[config.mk]
export PLATFORM = sky130hd
export DESIGN_NAME = fpu_ctl_status
export DESIGN_NICKNAME = d
export VERILOG_FILES = /design/src/rtl/fpctl_pkg.sv /design/src/rtl/fpctl_state_reg.sv /design/src/rtl/fpctl_rm_resolve.sv /design/src/rtl/fpctl_acc_check.sv /design/src/rtl/fpu_ctl_status.sv
export SDC_FILE = /design/constraint.sdc
export NUM_CORES = 1
export LEC_CHECK = 0
export BUFFER_PORTS_ARGS = -buffer_cell sky130_fd_sc_hd__buf_2
export CELL_PAD_IN_SITES_DETAIL_PLACEMENT = 1
export CELL_PAD_IN_SITES_GLOBAL_PLACEMENT = 2
export CORE_MARGIN = 2
export CORE_UTILIZATION = 16
export CTS_CLUSTER_DIAMETER = 60
export DETAILED_ROUTE_END_ITERATION = 7
export PLACE_DENSITY_LB_ADDON = 0.1
export SYNTH_ARGS = -nofsm -noshare
export SYNTH_HDL_FRONTEND = slang
export SYNTH_SLANG_ARGS = --single-unit
[constraint.sdc]
create_clock -name clk -period 2 [get_ports clk]
set_clock_uncertainty 0.2 [all_clocks]
set_input_delay 0.4 -clock clk [delete_from_list [all_inputs] [get_ports clk]]
set_output_delay 0.4 -clock clk [all_outputs]
set_load 0.03 [all_outputs]
[src/rtl/fpctl_pkg.sv]
// Shared field layout and CSR op codes for the FP control word.
// Assumes the word is 32 bits wide with the live fields packed at the bottom.
package fpctl_pkg;
    localparam int WORD_W  = 32;
    localparam int FLAG_W  = 5;
    localparam int RM_W    = 3;
    localparam int ACC_W   = 2;
    localparam int RM_LSB  = FLAG_W;
    localparam int ACC_LSB = FLAG_W + RM_W;
    localparam int LIVE_W  = FLAG_W + RM_W + ACC_W;
    localparam int MODES   = 1 << ACC_W;

    localparam logic [RM_W-1:0] RM_DYNAMIC = 3'b111;

    typedef enum logic [1:0] {
        CSR_WRITE = 2'd0,
        CSR_SET   = 2'd1,
        CSR_CLEAR = 2'd2,
        CSR_READ  = 2'd3
    } csr_op_e;
endpackage

[src/rtl/fpctl_state_reg.sv]
// Holds the live bits of the control word and applies CSR updates or
// flag accumulation. Assumes a CSR modify wins over accumulation.
module fpctl_state_reg
    import fpctl_pkg::*;
(
    input  logic              clk,
    input  logic              rst_n,
    input  logic              csr_en,
    input  logic [1:0]        csr_op,
    input  logic [LIVE_W-1:0] csr_wdata,
    input  logic              acc_en,
    input  logic [FLAG_W-1:0] acc_flags,
    output logic [LIVE_W-1:0] state
);
    logic [LIVE_W-1:0] nxt;
    csr_op_e           op;

    assign op = csr_op_e'(csr_op);

    // Pick the next word value: CSR modify first, then flag OR.
    always_comb begin
        nxt = state;
        if (csr_en && op != CSR_READ) begin
            case (op)
                CSR_WRITE: nxt = csr_wdata;
                CSR_SET:   nxt = state | csr_wdata;
                CSR_CLEAR: nxt = state & ~csr_wdata;
                default:   nxt = state;
            endcase
        end else if (acc_en) begin
            nxt = state | {{(LIVE_W-FLAG_W){1'b0}}, acc_flags};
        end
    end

    // Register the word with synchronous active-low reset.
    always_ff @(posedge clk) begin
        if (!rst_n) state <= '0;
        else        state <= nxt;
    end
endmodule

[src/rtl/fpctl_rm_resolve.sv]
// Chooses static or dynamic rounding mode and flags a reserved dynamic value.
// Assumes values 101..111 are reserved in the stored field.
module fpctl_rm_resolve
    import fpctl_pkg::*;
(
    input  logic [RM_W-1:0] op_rm,
    input  logic [RM_W-1:0] dyn_rm,
    output logic [RM_W-1:0] eff_rm,
    output logic            rm_bad
);
    logic use_dyn;

    // Resolve the mode and test the stored value only when it is used.
    always_comb begin
        use_dyn = (op_rm == RM_DYNAMIC);
        eff_rm  = use_dyn ? dyn_rm : op_rm;
        rm_bad  = use_dyn && (dyn_rm >= 3'b101);
    end
endmodule

[src/rtl/fpctl_acc_check.sv]
// Looks up the current accuracy mode in the support mask of an op class.
// Assumes SUPPORT packs one MODES-bit mask per class, class 0 lowest;
// bit 0 of every mask is forced on. Out-of-range classes support mode 0 only.
module fpctl_acc_check
    import fpctl_pkg::*;
#(
    parameter int NUM_CLASSES = 4,
    parameter logic [NUM_CLASSES*MODES-1:0] SUPPORT = '1,
    localparam int CLS_W = (NUM_CLASSES > 1) ? $clog2(NUM_CLASSES) : 1
) (
    input  logic [CLS_W-1:0] op_class,
    input  logic [ACC_W-1:0] acc_mode,
    output logic             unsupported
);
    logic [NUM_CLASSES-1:0] sup_by_class;

    for (genvar g = 0; g < NUM_CLASSES; g++) begin : g_cls
        localparam logic [MODES-1:0] MASK =
            SUPPORT[g*MODES +: MODES] | {{(MODES-1){1'b0}}, 1'b1};
        assign sup_by_class[g] = MASK[acc_mode];
    end

    // Select the class result; unknown classes allow only the default mode.
    always_comb begin
        if (int'(op_class) < NUM_CLASSES) unsupported = !sup_by_class[op_class];
        else                              unsupported = (acc_mode != '0);
    end
endmodule

[src/rtl/fpu_ctl_status.sv]
// FP control and status word with per-operation mode resolution.
// Assumes op_flags arrive with op_valid for the issuing operation.
module fpu_ctl_status
    import fpctl_pkg::*;
#(
    parameter int NUM_CLASSES = 4,
    parameter logic [NUM_CLASSES*MODES-1:0] ACC_SUPPORT = 16'h153F,
    localparam int CLS_W = (NUM_CLASSES > 1) ? $clog2(NUM_CLASSES) : 1
) (
    input  logic              clk,
    input  logic              rst_n,
    input  logic              csr_en,
    input  logic [1:0]        csr_op,
    input  logic [WORD_W-1:0] csr_wdata,
    output logic [WORD_W-1:0] csr_rdata,
    input  logic              op_valid,
    input  logic [CLS_W-1:0]  op_class,
    input  logic [RM_W-1:0]   op_rm,
    input  logic [FLAG_W-1:0] op_flags,
    output logic [RM_W-1:0]   eff_rm,
    output logic [ACC_W-1:0]  eff_acc,
    output logic              op_illegal
);
    logic [LIVE_W-1:0] state;
    logic              rm_bad;
    logic              acc_unsup;
    logic              acc_en;

    fpctl_state_reg u_state (
        .clk       (clk),
        .rst_n     (rst_n),
        .csr_en    (csr_en),
        .csr_op    (csr_op),
        .csr_wdata (csr_wdata[LIVE_W-1:0]),
        .acc_en    (acc_en),
        .acc_flags (op_flags),
        .state     (state)
    );

    fpctl_rm_resolve u_rm (
        .op_rm  (op_rm),
        .dyn_rm (state[RM_LSB +: RM_W]),
        .eff_rm (eff_rm),
        .rm_bad (rm_bad)
    );

    fpctl_acc_check #(
        .NUM_CLASSES (NUM_CLASSES),
        .SUPPORT     (ACC_SUPPORT)
    ) u_acc (
        .op_class    (op_class),
        .acc_mode    (state[ACC_LSB +: ACC_W]),
        .unsupported (acc_unsup)
    );

    // Combine trap causes and gate flag accumulation on a legal issue.
    always_comb begin
        op_illegal = op_valid && (rm_bad || acc_unsup);
        acc_en     = op_valid && !op_illegal;
        eff_acc    = state[ACC_LSB +: ACC_W];
        csr_rdata  = {{(WORD_W-LIVE_W){1'b0}}, state};
    end
endmodule

Yosys cells after proc, flatten, opt, wreduce, memory -nomap -nowiden
Cells that the tools add are included.

storage, ports and cells
  flip-flop bits (word level) = 10
  bits of input ports = 48
  output and inout port bits = 38
  word-level logic and storage cells = 37

operators by class
  order comparisons = 3
  equality and inequality tests = 5
  multiplexer cells = 14
  bitwise gates (word level) = 4
  reduce and logical (&&, ||, !) cells = 10

operators by type and width
  kind                                                         count
  one-hot mux 10 bit (3 select lines)                          1
  2-to-1 mux 10 bit                                            2
  AND 10 bit                                                   1
  binary-select mux 1 bit (select 2 bit)                       5
  inverter 10 bit                                              1
  bitwise OR 10 bit                                            1
  bitwise OR 10 x 5 -> 10 bit                                  1
  less-than comparator 2 x 3 -> 1 bit (second input constant)  2
  2-to-1 mux 1 bit                                             5
  logical AND 1 bit                                            4
  inequality test 4 bit (second input constant)                1
  equality test 3 bit (second input constant)                  1
  >= comparator 3 bit (second input constant)                  1
  2-to-1 mux 3 bit                                             1
  equality test 2 x 1 -> 1 bit (second input constant)         1
  equality test 2 bit (second input constant)                  1
  zero test 1 bit                                              2
  zero test 2 bit                                              1
  inequality test 2 bit (second input constant)                1
  AND reduction 2 bit                                          1
  nonzero test 2 bit                                           1
  logical OR 1 bit                                             1

Logic depth before layout (Yosys ltp)
  depth in word-level cells = 11
  mapped depth = 7
  gate-level depth less buffers = 6

Hierarchy
From an unflattened synthesis, not the netlist that was laid out.

second synthesis, totals
  cell total of the unflattened synthesis = 117
  area total of the unflattened synthesis = 955.9 um^2

by module, submodules not included
  module            instances  cells each  area an instance (um^2)  seq. area each (um^2)
  fpctl_state_reg   1          79          689.4                    200.2
  fpu_ctl_status    1          27          203.9                    0.0
  fpctl_rm_resolve  1          10          53.8                     0.0
  fpctl_acc_check   1          1           8.8                      0.0

Least setup slack after synthesis
OpenSTA, ideal clock, no wires.

  path type = flip-flop to output port
  start = reg u_state.state[7]
  end = out op_illegal
  arrival = 1.149 ns
  required time = 1.400 ns
  setup slack = 0.251 ns
  stages on the path, launching flop included = 4
  buffers on the path = 0
  cell sequence = dfxtp_1 nand4_1 o21ai_0 and2_1

on the way
  longest elaborated chain between the ends = 4

RTL lines
  what                    RTL line                text
  from (decl)             fpctl_state_reg.sv:13   output logic [LIVE_W-1:0] state
  from (signal assigned)  fpctl_state_reg.sv:38   else state <= nxt;
  >= comparator 3 bit     fpctl_rm_resolve.sv:17  rm_bad = use_dyn && (dyn_rm >= 3'b101);
  logical AND 1 bit       fpctl_rm_resolve.sv:17
  logical OR 1 bit        fpu_ctl_status.sv:58    op_illegal = op_valid && (rm_bad || acc_unsup);
  logical AND 1 bit       fpu_ctl_status.sv:58
  to (decl)               fpu_ctl_status.sv:22    output logic op_illegal

Every way passes these cells.

Final worst setup path
Ends and elaborated chain as after synthesis.

==> results <==
- The cell leakage power is 0.611 nW.
- The residual antenna-violating net count after detailed routing is 0.
- The required time reported for the critical path endpoint is 1.40 ns.
- The total power draw is 711 uW.
- The post-place instance area is 1100 sq um.
- In the layout the commonest cells are buf_2, conb_1, inv_1, a21oi_1, dfxtp_1.
- The synthesized instance count is 122.
- The number of setup violations in the final report is 0.
- The number of global-route vias before repair was 896.
- Across the run, the number of max-cap violations was 0.
- Of all nets on the critical path, the largest fanout is 4.
- The count of endpoints failing hold in the final timing report is 0.
- The worst vdd rail ir drop is 0.137 mV.
- The final critical path takes up 91.0% of the cycle.
- The clock latency reported for the late side of the worst-skew pair is 0.23 ns.
- The power per cell area is 622 nW/um^2.
- In the final timing run, aggregate negative setup slack is 0 ns.
- The number of antenna diodes in the final layout is 0.
- For this run, the total global-route usage over all layers was measured as 8.74%.
- The first global-routing pass estimated 4240 um of wire.
- The area growth from synthesis to layout is 28.7%.
- The path class of the tightest hold or removal check is in -> reg.
- The count of vias placed by the detailed router is 905.
- The share of synthesized area occupied by flip-flops and latches is 22.5%.
- TritonCTS built the clock tree.
- Detailed placement ended at an HPWL of 2200 um.
- After layout, the worst setup slack is 0.179 ns.
- The height of the die is 78.5 um.
- The cell area after synthesis is 888 sq um.
- The number of levels in the clock H-tree is 1.
- The flip-flop count of the largest register, all copies and words added is 10.
- The average instance in the mapped netlist occupies 7.28 sq um.
- The sequential cells in the finished layout cover a total of 200 sq um.
- The worst path needs 1.82 ns of the cycle, external delays included.
- The violation count after the first detailed-route iteration is 15.
- STA classifies the critical path endpoint as a primary output.
- The final instance area is 1140 sq um.
- After global routing the overflow that remains totals 0.
- The total area inside the core boundary comes to 5440 sq um.
- The final hold slack is 0.245 ns.
- The tree is rooted in a clkbuf_8.
- Timing would allow up to 0.549 GHz.
- The clock net in this run drives a total of 10 sinks.
- The register bank with the most flops is u_state.state.
- The number of CTS-inserted buffers is 3.
- Buffers placed on the I/O ports in this run total 41.
- The maximum number of pins on one net before global-route repair is 11.
- The minimum setup slack after placement is 0.117 ns.
- The residual DRC count is 0.
- STA puts the critical path data arrival time at 1.22 ns.
- After detailed routing, the total wire length is 2730 um.
- Once layout is complete, the cells apart from fillers number 235.
- The I/O pin count is 86.
- The routed length per instance is 11.6 um.
- The synthesized design contains 10 register bits.
- The fraction of final layout cells sized beyond drive strength 1 is 31.9%.
- The number of antenna violations at the first check in global routing was 0.
- The flow ran to the end, and the final reports show no timing, DRC or antenna violations.
- The total of warnings raised by yosys is 0.
- The placer congestion estimate is 0.679.
- The setup path with the least slack is of type reg -> out.
- In the final layout, the registers with the most flip-flops are u_state.state x10.
- The die area is 6160 sq um.
- The count of final max-slew check failures is 0.
- The share of the core filled with cells is 21.0%.
- The net count reported at finish is 217.
- The worst setup path is launched from a register.
- The commonest non-fill, non-tap cell in the layout is buf_2.
- For this configuration, the core starts out at a cell density of 16.3%.
- The initialized floorplan defines 27 standard-cell rows.
- The CTS clock-pin slew for the worst setup and hold paths is 0.05 ns.
- The maximum clock path buffer count is 2.
- The number of setup buffers added after CTS is 0.
- The footprint of the multi-input gates is 494 sq um.
- In this run the horizontal extent of the chip is 78.5 um.
- After detailed placement, the design holds a cell count of 232.
- After detailed routing, the number of vias per cell comes to 3.85.
- The number of fill cells in the layout is 699.
- The first-pass detailed-route iteration total is 4.
- After synthesis, the netlist uses 24 different library cells.
- Setup repair after global routing left no endpoint under its margin.
[critical path, cell delays in order, from the launching register on]
cell and delay (ns):
dfxtp_1 0.37, nand4_1 0.13, o21ai_0 0.16, and2_1 0.13, buf_2 0.19
[cells in the mapped netlist]
cell | n | area (sq um)
dfxtp_1 | 10 | 200
o2111ai_2 | 1 | 15.0
nor2_1 | 7 | 26.3
a22oi_1 | 1 | 7.51
inv_1 | 20 | 75.1
buf_4 | 24 | 180
clkbuf_2 | 1 | 5.00
ha_1 | 4 | 50.1
a21oi_1 | 10 | 50.1
o21ai_0 | 6 | 30.0
nand2b_1 | 2 | 12.5
o31a_2 | 1 | 10.0
nand4_1 | 1 | 6.26
a221oi_1 | 5 | 43.8
buf_2 | 2 | 10.0
a31oi_1 | 2 | 12.5
nor2b_1 | 5 | 31.3
and2_1 | 1 | 6.26
o311a_1 | 5 | 50.1
nor3_1 | 1 | 5.00
clkbuf_1 | 2 | 7.51
nand2_1 | 5 | 18.8
conb_1 | 1 | 3.75
o22ai_1 | 5 | 31.3
[cell families (layout without fill, tap and decap cells)]
logic type      after synthesis  after routing  share of synthesized area [%]
buf+inv                      49             69                           31.3
simple gates                 22             22                           12.0
flops                        10             10                           22.5
fa+ha+maj                     4              4                           5.63
other cells                   1             22                          0.422
compound gates               36             36                           28.2
[what timing repair did]
| item | in CTS | in global routing |
|---|---|---|
| setup endpoints to repair | 0 | 1 |
| hold buffers | 0 | 0 |
| resized for setup | 0 | 1 |
[area by class of cell]
class,count,share of cell area (%)
Inverter,20,6.56
Multi-Input combinational cell,84,43.2
Timing Repair Buffer,46,21.2
Tap cell,72,7.88
Sequential cell,10,17.5
Clock buffer,3,3.61
[power by group]
group | total [mW] | leakage (nW) | internal, mW | switching (mW)
combinational | 0.271 | 0.508 | 0.0827 | 0.188
clock | 0.210 | 0.0216 | 0.132 | 0.0783
sequential | 0.230 | 0.0823 | 0.216 | 0.0135
[routing by layer]
metal / track usage (%) / part of all wire [%] / wire [um]
met5: 0 / 0 / 0
met4: 2.11 / 0.99 / 27
met3: 2.07 / 6.4 / 175
met2: 16.2 / 51 / 1380
met1: 9.96 / 42 / 1140
[path summary, 6_finish.rpt]
check | startpoint | endpoint | slack (ns) | cells after the start
worst max-delay path | u_state.state[7] | op_illegal | 0.18 | 4
worst min-delay path | csr_wdata[8] | u_state.state[8] | 0.24 | 3
worst max register to register | u_state.state[7] | u_state.state[0] | 0.41 | 4
worst min register to register | u_state.state[8] | u_state.state[8] | 0.31 | 2
Note: power is estimated with default switching activity, not from simulation.
